[config.mk]
export PLATFORM = sky130hd
export DESIGN_NAME = alu32_core
export DESIGN_NICKNAME = d
export VERILOG_FILES = /design/src/rtl/alu32_pkg.sv /design/src/rtl/alu32_addsub.sv /design/src/rtl/alu32_logic.sv /design/src/rtl/alu32_outsel.sv /design/src/rtl/alu32_core.sv
export SDC_FILE = /design/constraint.sdc
export NUM_CORES = 1
export LEC_CHECK = 0
export BUFFER_PORTS_ARGS = -buffer_cell sky130_fd_sc_hd__buf_2
export CAP_MARGIN = 20
export CORE_ASPECT_RATIO = 0.75
export CORE_MARGIN = 3
export CORE_UTILIZATION = 25
export DETAILED_ROUTE_END_ITERATION = 8
export PLACE_DENSITY = 0.46
export SYNTH_ARGS = -nofsm -noshare
export SYNTH_HDL_FRONTEND = slang
export SYNTH_SLANG_ARGS = --single-unit
export TNS_END_PERCENT = 50
[constraint.sdc]
create_clock -name vclk -period 10.65
set_input_delay 1.065 -clock vclk [all_inputs]
set_output_delay 1.065 -clock vclk [all_outputs]
set_load 0.005 [all_outputs]
[src/rtl/alu32_pkg.sv]
package alu32_pkg;

    typedef enum logic [1:0] {
        UNIT_SHIFT = 2'b00,
        UNIT_SLT   = 2'b01,
        UNIT_ARITH = 2'b10,
        UNIT_LOGIC = 2'b11
    } unit_sel_e;

    typedef enum logic [1:0] {
        LOG_AND = 2'b00,
        LOG_OR  = 2'b01,
        LOG_NOR = 2'b10,
        LOG_XOR = 2'b11
    } logic_op_e;

endpackage

[src/rtl/alu32_addsub.sv]
module alu32_addsub #(
    parameter int W = 32
) (
    input  logic [W-1:0] in_a,
    input  logic [W-1:0] in_b,
    input  logic         subtract,
    output logic [W-1:0] sum,
    output logic         ovf
);
    logic [W-1:0] b_eff;

    always_comb begin
        b_eff = in_b ^ {W{subtract}};
        sum   = in_a + b_eff + W'(subtract);
        ovf   = (in_a[W-1] == b_eff[W-1]) && (sum[W-1] != in_a[W-1]);
    end
endmodule

[src/rtl/alu32_logic.sv]
module alu32_logic
    import alu32_pkg::*;
#(
    parameter int W = 32
) (
    input  logic [W-1:0] in_a,
    input  logic [W-1:0] in_b,
    input  logic_op_e    sel,
    output logic [W-1:0] y
);
    always_comb begin
        unique case (sel)
            LOG_AND: y = in_a & in_b;
            LOG_OR:  y = in_a | in_b;
            LOG_NOR: y = ~(in_a | in_b);
            LOG_XOR: y = in_a ^ in_b;
            default: y = '0;
        endcase
    end
endmodule

[src/rtl/alu32_outsel.sv]
module alu32_outsel
    import alu32_pkg::*;
#(
    parameter int W = 32
) (
    input  unit_sel_e    unit,
    input  logic [W-1:0] from_shift,
    input  logic [W-1:0] from_slt,
    input  logic [W-1:0] from_arith,
    input  logic [W-1:0] from_logic,
    output logic [W-1:0] y
);
    always_comb begin
        unique case (unit)
            UNIT_SHIFT: y = from_shift;
            UNIT_SLT:   y = from_slt;
            UNIT_ARITH: y = from_arith;
            UNIT_LOGIC: y = from_logic;
            default:    y = '0;
        endcase
    end
endmodule

[src/rtl/alu32_core.sv]
module alu32_core
    import alu32_pkg::*;
#(
    parameter int W = 32
) (
    input  logic [W-1:0] opnd_a,
    input  logic [W-1:0] opnd_b,
    input  logic [W-1:0] shift_res,
    input  logic [3:0]   op_code,
    output logic [W-1:0] result,
    output logic         zero_flag,
    output logic         ovf_flag
);
    unit_sel_e    unit;
    logic         do_sub;
    logic [W-1:0] add_sum;
    logic         add_ovf;
    logic [W-1:0] slt_word;
    logic [W-1:0] logic_y;

    always_comb begin
        unit   = unit_sel_e'(op_code[3:2]);
        do_sub = (unit == UNIT_SLT) || ((unit == UNIT_ARITH) && op_code[0]);
    end

    alu32_addsub #(.W(W)) i_addsub (
        .in_a     (opnd_a),
        .in_b     (opnd_b),
        .subtract (do_sub),
        .sum      (add_sum),
        .ovf      (add_ovf)
    );

    alu32_logic #(.W(W)) i_logic (
        .in_a (opnd_a),
        .in_b (opnd_b),
        .sel  (logic_op_e'(op_code[1:0])),
        .y    (logic_y)
    );

    // signed less-than: sign of the difference corrected by overflow
    always_comb begin
        slt_word    = '0;
        slt_word[0] = add_sum[W-1] ^ add_ovf;
    end

    alu32_outsel #(.W(W)) i_outsel (
        .unit       (unit),
        .from_shift (shift_res),
        .from_slt   (slt_word),
        .from_arith (add_sum),
        .from_logic (logic_y),
        .y          (result)
    );

    always_comb begin
        zero_flag = ~|result;
        ovf_flag  = (unit == UNIT_ARITH) && add_ovf;
    end
endmodule

==> metrics.cfg <==
[hold_path]
hold_class = primary input to primary output
worst_hold_startpoint = shift_res[5]

[floorplanning]
floorplan.rows = 43
initial_utilization_pct = 25.9
die_height_um = 127
design.portCount = 134
die_wd_um = 167
die_area_mm2 = 0.0212
core_mm2 = 0.0188

[sta]
finalCriticalPeriod_ps = 6680
worst_pin_slew_ps = 1030
whs_ps = 2480
fmaxAchievable_ghz = 0.150
total_count_of_max_transition_violations_in_the_final_report = 0
setup-violations-final = 0
fin_crit_sh_pct = 62.8
timing.slew.headroom_pct = 31.6
final_hold_viol_count = 0
grt_setup_unrepaired = no
fin_setup_tns_ps = 0
final.setup.worst_slack_ps = 3970

[outcome]
run_status = completed

[critical_path]
timing.critical_path.arrival_ps = 5620
setup.worst_path.end_class = primary output
worstSetupPathType = primary input to primary output
critical_path_origin = op_code[3]
cp_top_family = simple AND/OR/NAND/NOR gates
timing.critical_path.fanout_max = 21
critical-path-max-stage-delay_ps = 500
critical_path.n_buffers_inverters = 3
worst_path_max_delay_cell = and2_2
crit_path_frequent_cell = buf_2
start_kind = primary input
path_cells = buf_2, nand2b_1, and2_2, buf_4, xnor2_1, ha_1, a21o_1, a221o_1, a41oi_1, o21a_1, o21ai_1, mux2i_1, or2_1, nor4_1, and4b_1, nand4_1, nor3_2, buf_2
cp_data_required_time_ps = 9590

[grt]
vias_in_the_first_global_route = 4628
first_pass_grt_wire_length_um = 26300
initial_antenna_violation_count = 0
largest_net_degree_at_the_start_of_global_routing = 65
grt-ovfl-total = 0
grt_util_all_layers_pct = 15.0

[cts]
cts_setup_buffers = 0
hold_fix_buffer_count_after_cts = 0
cts_resized = 0

[detailed_routing]
vias = 5064
drt_first_iter_violations = 264
drtAntennaViolNets = 0
via_per_inst = 4.86
route.final.wire_length_um = 17200
drt_first_pass_iters = 5
detail_route.wl_per_cell_um = 16.5
drt_drc_violations_left = 0

[synthesis]
synth.largest_area_cell = ha_1
synth_commonest_cells = 97 x ha_1, 80 x inv_1, 56 x a21oi_1
ys_types = 69
synthesis.area_mm2 = 0.00488
synth_area_per_cell_um2 = 7.02
syn-instance-count = 695
synth.yosys.warnings = 0
share_of_the_synthesized_area_in_the_top_cell_type_pct = 24.9
synth-seq-area-share_pct = 0
synthesis.nets = 893
ys_top_cells_by_area = ha_1 25%, xnor2_1 7.4%, inv_1 6.2%
yosysMostFrequentCell = ha_1

[placement]
dp_hpwl_um = 14300
dp_worst_setup_slack_ps = 3930
gp_congestion = 0.873
number_of_buffer_cells_added_on_primary_ports = 134
numPlacedInstances = 1042
placement.cell_area_mm2 = 0.00573

[layout]
syn_to_final_growth_pct = 17.4
layout-drive-gt1-share_pct = 23.1
num-clock-buffers = 0
num-nets-final = 995
diodes = 0
layout.cell_area.non_filler_mm2 = 0.00573
sequential_cell_area_um2 = 0
final-instance-count-excl-fill = 1042
flops_and_latches = 0

[pwr]
p_comb_share_pct = 100.0
power_share_of_the_clock_group_pct = 0
power.switching_uw = 222
power_report.internal_total_uw = 159
worst_vdd_rail_ir_drop_uv = 34.1
power.share.sequential_pct = 0
power.static_leakage_uw = 0.00285
sw_ratio_pct = 58.3
power_density_mw_per_mm2 = 66.6

[run]
timing.max_cap.violations = 0

[power by group through the flow]
stage          clock network [uW]  logic (uW)  registers, uW
2_1_floorplan                   0         263              0
4_1_cts                         0         383              0
3_5_place_dp                    0         380              0
3_3_place_gp                    0         383              0
6_report                        0         381              0
5_1_grt                         0         425              0
[cells by family after synthesis]
logic type	Yosys count	synth area share, %
muxes	49	10.7
adders and majority gates	98	25.3
AOI/OAI and AO/OA	206	26.8
buffers and inverters	119	9.72
and+or+nand+nor	171	17.9
xor gates and xnor gates	52	9.62
[placed cells by master (no fill, tap or decap), drive strengths merged, types with 2 or more instances in the layout]
cell / instances
nand3: 8
o21ai: 63
a22oi: 10
nor2: 53
buf: 139
or4: 3
or2: 3
nand2b: 8
and2: 3
and3: 2
o22ai: 5
xor2: 10
a21o: 12
o211ai: 4
nor4: 8
xnor2: 41
nand2: 53
nor2b: 5
a21oi: 56
nor3: 8
a211oi: 22
mux2i: 25
nand4: 8
o21a: 6
ha: 97
a31oi: 6
o31ai: 2
a31o: 2
mux2: 24
nand3b: 2
a221o: 6
o21bai: 2
inv: 80
or3b: 2
[final cells by class]
type	count	area (um2)
Fill cell	2094	13100
Multi-Input combinational cell	576	4410
Timing Repair Buffer	139	711
Tap cell	247	309
Inverter	80	300
[through the flow]
stage | util, % | total power (uW)
5_1_grt | 30.4 | 425
3_5_place_dp | 30.4 | 380
4_1_cts | 30.4 | 383
3_3_place_gp | 30.4 | 383
6_report | 30.4 | 381
2_1_floorplan | - | 263
[layer usage]
layer	vias up	global-route usage [%]	part of all wire [%]
met2	136	23.0	41
met5	-	0	0
met4	0	0.481	0.54
met1	2264	24.2	54
met3	6	0.928	4.3
li1	2658	-	-
[final timing paths]
kind                         to  slack, ps  depth (start not counted)
worst min-delay path  result[5]       2480                          3
worst max-delay path  zero_flag       3970                         18
[tightest hold or removal path, delay by kind of cell]
kind                   cells  cell delay [ps]
buffers and inverters      2              200
AOI/OAI and AO/OA          1              150
No activity file was read; power rests on OpenSTA's default activity.
